**config.mk**
```make
export PLATFORM = sky130hd
export DESIGN_NAME = motor_cfg_bank
export DESIGN_NICKNAME = d
export VERILOG_FILES = /design/src/rtl/motor_cfg_pkg.sv /design/src/rtl/cfg_addr_decode.sv /design/src/rtl/cfg_word_reg.sv /design/src/rtl/motor_cfg_bank.sv
export SDC_FILE = /design/constraint.sdc
export NUM_CORES = 1
export LEC_CHECK = 0
export BUFFER_PORTS_ARGS = -buffer_cell sky130_fd_sc_hd__buf_2
export CORE_ASPECT_RATIO = 1.25
export CORE_MARGIN = 10
export CORE_UTILIZATION = 45
export DETAILED_ROUTE_END_ITERATION = 8
export GPL_TIMING_DRIVEN = 0
export PLACE_DENSITY = 0.83
export SYNTH_ARGS = -nofsm -noshare
export SYNTH_HDL_FRONTEND = slang
export SYNTH_SLANG_ARGS = --single-unit
```
**constraint.sdc**
```tcl
create_clock -name clk -period 2.9 [get_ports clk]
set_input_delay 0.435 -clock clk [delete_from_list [all_inputs] [get_ports clk]]
set_output_delay 0.435 -clock clk [all_outputs]
set_load 0.03 [all_outputs]
```
**src/rtl/motor_cfg_pkg.sv**
```systemverilog
package motor_cfg_pkg;

    localparam int CFG_HIGH_W = 5;
    localparam int CFG_WORD_W = CFG_HIGH_W + 3;

    typedef struct packed {
        logic                  enable;
        logic                  dir;
        logic                  brake;
        logic [CFG_HIGH_W-1:0] high_time;
    } cfg_word_t;

    function automatic cfg_word_t unpack_word(input logic [CFG_WORD_W-1:0] raw);
        cfg_word_t w;
        w.enable    = raw[CFG_WORD_W-1];
        w.dir       = raw[CFG_WORD_W-2];
        w.brake     = raw[CFG_WORD_W-3];
        w.high_time = raw[CFG_HIGH_W-1:0];
        return w;
    endfunction

endpackage

```
**src/rtl/cfg_addr_decode.sv**
```systemverilog
module cfg_addr_decode
    import motor_cfg_pkg::*;
#(
    parameter int NUM_MOTORS = 5,
    parameter int ADDR_W     = 4
) (
    input  logic [ADDR_W-1:0]     addr,
    input  logic [CFG_WORD_W-1:0] wdata,
    input  logic                  wr_en,
    output logic [NUM_MOTORS-1:0] sel,
    output logic [CFG_WORD_W-1:0] routed
);
    logic in_range;

    assign in_range = ({1'b0, addr} < (ADDR_W+1)'(NUM_MOTORS));
    assign routed   = in_range ? wdata : '0;

    for (genvar i = 0; i < NUM_MOTORS; i++) begin : g_sel
        assign sel[i] = wr_en && in_range && (addr == ADDR_W'(i));
    end
endmodule

```
**src/rtl/cfg_word_reg.sv**
```systemverilog
module cfg_word_reg
    import motor_cfg_pkg::*;
(
    input  logic                  clk,
    input  logic                  rst,
    input  logic                  we,
    input  logic [CFG_WORD_W-1:0] d,
    output cfg_word_t             q
);
    always_ff @(posedge clk) begin
        if (rst) begin
            q <= '0;
        end else if (we) begin
            q <= unpack_word(d);
        end
    end
endmodule

```
**src/rtl/motor_cfg_bank.sv**
```systemverilog
module motor_cfg_bank
    import motor_cfg_pkg::*;
#(
    parameter int NUM_MOTORS = 5,
    parameter int ADDR_W     = 4
) (
    input  logic                             clk,
    input  logic                             rst,
    input  logic [ADDR_W-1:0]                addr,
    input  logic [CFG_WORD_W-1:0]            wdata,
    input  logic                             wr_en,
    input  logic                             run_btn,
    output logic [NUM_MOTORS-1:0]            mot_run,
    output logic [NUM_MOTORS-1:0]            mot_dir,
    output logic [NUM_MOTORS-1:0]            mot_brk,
    output logic [NUM_MOTORS*CFG_HIGH_W-1:0] mot_high,
    output logic [NUM_MOTORS-1:0]            wr_strobe
);
    logic [NUM_MOTORS-1:0] sel;
    logic [CFG_WORD_W-1:0] routed;
    cfg_word_t             words [NUM_MOTORS];

    cfg_addr_decode #(
        .NUM_MOTORS(NUM_MOTORS),
        .ADDR_W    (ADDR_W)
    ) u_decode (
        .addr  (addr),
        .wdata (wdata),
        .wr_en (wr_en),
        .sel   (sel),
        .routed(routed)
    );

    for (genvar i = 0; i < NUM_MOTORS; i++) begin : g_motor
        cfg_word_reg u_reg (
            .clk(clk),
            .rst(rst),
            .we (sel[i]),
            .d  (routed),
            .q  (words[i])
        );
        assign mot_run[i] = words[i].enable & run_btn;
        assign mot_dir[i] = words[i].dir;
        assign mot_brk[i] = words[i].brake;
        assign mot_high[i*CFG_HIGH_W +: CFG_HIGH_W] = words[i].high_time;
    end

    always_ff @(posedge clk) begin
        if (rst) begin
            wr_strobe <= '0;
        end else begin
            wr_strobe <= sel;
        end
    end
endmodule

```
==> out/results.ini <==
[synth]
synth_fp_nets=234
synth-seq-cells=45
syn_inst=218
avgSynthCellArea_um2=9.59
seq_area_frac_synth=0.431
synth_cell_type_count=24
synth_warnings=0
post_synth_instance_area_um2=2090

[placed_design]
io_buffers=59
postPlaceCellArea_um2=2460
routabilityCongestion=0.842
dp_hpwl_um=3630
place_ws_ps=1160

[floorplan]
die_y_um=96.2
num_io_pins=61
coreArea_um2=4460
row_count=27
initial_utilization=0.469
die-area_um2=7790
die_x_um=81.0

[timing]
slew-limit-headroom=0.690
max_clock_freq_ghz=0.698
slew_violations=0
period_share=0.494
worst_pin_slew_ps=465
finalCriticalPeriod_ps=1430
hold_viol=0
setup_ws_ps=1470
finalSetupViolCount=0
rsz0062_at_grt=no
fin_worst_skew_ps=0
tns_ps=0

[worst_setup_path]
crit_fanout=10
reg2reg_depth=2
critPathRequiredTime_ps=3080
worstSetupEndpointType=register
r2r-start=g_motor[4].u_reg.q[6]
worstSetupStartpointType=primary input
r2r_end=g_motor[4].u_reg.q[6]
arrival_ps=1610
crit_type=in2reg
r2r_slack_ps=2250
crit_start=addr[0]

[global_routing]
grt_max_degree=16
antenna_found_initial=0
grt_pass1_wl_um=7600
gr-total-overflow=0
grt_pass1_vias=1609
grt_usage=0.124

[detailed_routing]
num_vias=1621
drt-met1-wl_um=1980
drc_errors=0
first_pass_iters=4
dr_wl_met3_um=449
highest_layer=met4
wl_um=4740
wire_per_inst_um=13.8
via_per_inst=4.73
dr_wl_met2_um=2270
drt_iter0_drc=82
final_antenna_net_count=0

[power]
totalPowerFinal_w=0.00130
ir_drop_uv=380
p_leak_nw=1.34
powerDensity_nw_per_um2=500

[final_layout]
design_area_um2=2600
nFillCells=423
final_common_cell=buf_2
finish.utilization=0.582
drive_above_1_share=0.418
register_area_um2=901
multi_input_area_um2=835
most-common-layout-cells=buf_2 (66), dfxtp_1 (45), buf_4 (36), nand2b_1 (32), mux2i_1 (24)
num-nets-final=300
areaGrowthSynthToFinish_pct=24.2
n_antenna_cell=0

[hold_path]
hold_class=in2reg
holdPathStages=3
hold_end=g_motor[4].u_reg.q[7]
min_from=wdata[7]

[clocking]
clk_pin_slew_worst_paths_ps=80
post_cts_buffers=0
cts_resized=0
cts_tree=done
clock-sinks=45
cts_buffer_depth=2
cts_root_buffer=clkbuf_8
hold_buffers=0
cts_buffers=5
insertion_delay_ps=290
htreeDepth=2

[run]
cap_violations=0

[run_status]
status=finished, final reports clean

[synthesized netlist by cell type]
cell      instances  area (µm²)
dfxtp_1          45         901
buf_4            36         270
nand2b_1         32         200
mux2i_1          24         240
a21oi_1          16        80.1
nand3_1          15        75.1
o21ai_0           8        40.0
buf_2             7        35.0
o21ai_2           6        52.6
and2_1            5        31.3
nor2_1            5        18.8
clkbuf_1          4        15.0
nand4_1           2        12.5
nor3_1            2        10.0
o21ai_1           2        10.0
buf_12            1        20.0
buf_6             1        11.3
inv_1             1        3.75
nand3b_1          1        7.51
nand4b_1          1        8.76
nor2b_1           1        6.26
nor3b_1           1        7.51
nor4b_4           1        23.8
or4b_1            1        10.0
[logic make-up (layout without fill, tap and decap cells)]
family / Yosys count / after routing / synth area share
flip-flops: 45 / 45 / 0.431
multiplexers: 24 / 24 / 0.115
AO/OA/AOI/OAI: 32 / 32 / 0.0874
buffers and inverters: 50 / 117 / 0.170
AND/OR/NAND/NOR: 67 / 67 / 0.197
[flip-flops by register name (all words and copies together), names as in the netlist]
name / count
g_motor.u_reg.q: 40
wr_strobe: 5
[how the worst max path moves through the flow]
| stage | end | cells past startpoint |
|---|---|---|
| 2_1_floorplan | g_motor[4].u_reg.q[1] | 5 |
| 3_3_place_gp | g_motor[0].u_reg.q[0] | 6 |
| 3_5_place_dp | g_motor[4].u_reg.q[2] | 6 |
| 4_1_cts | g_motor[4].u_reg.q[2] | 6 |
| 5_1_grt | g_motor[4].u_reg.q[2] | 6 |
| 6_report | g_motor[4].u_reg.q[2] | 6 |
[layer usage]
layer,GRT usage,up-vias
li1,-,827
met5,0,-
met3,0.0485,4
met4,0.0405,0
met1,0.137,733
met2,0.211,57
[power breakdown]
part	total [W]	internal [W]	switching, W
Sequential	0.000629	0.000625	0.00000385
Clock	0.000561	0.000347	0.000214
Combinational	0.000107	0.0000422	0.0000649
[critical path: stages]
cell	delay, ps
buf_2	140
or4b_1	540
buf_6	160
buf_12	140
o21ai_1	120
a21oi_1	80
[cell type report]
class,instances,area share
Buffer,49,0.135
Clock buffer,5,0.0265
Clock inverter,3,0.0265
Inverter,1,0.00145
Multi-Input combinational cell,123,0.321
Sequential cell,45,0.347
Tap cell,58,0.0280
Timing Repair Buffer,59,0.114
[metrics by stage]
stage | cells | hold WS, ps
after floorplan | 218 | 439
after global placement | 335 | 453
after detailed placement | 335 | 461
after CTS | 343 | 406
after global routing | 343 | 410
final | 343 | 420
Power figures use the tool's default switching activity.
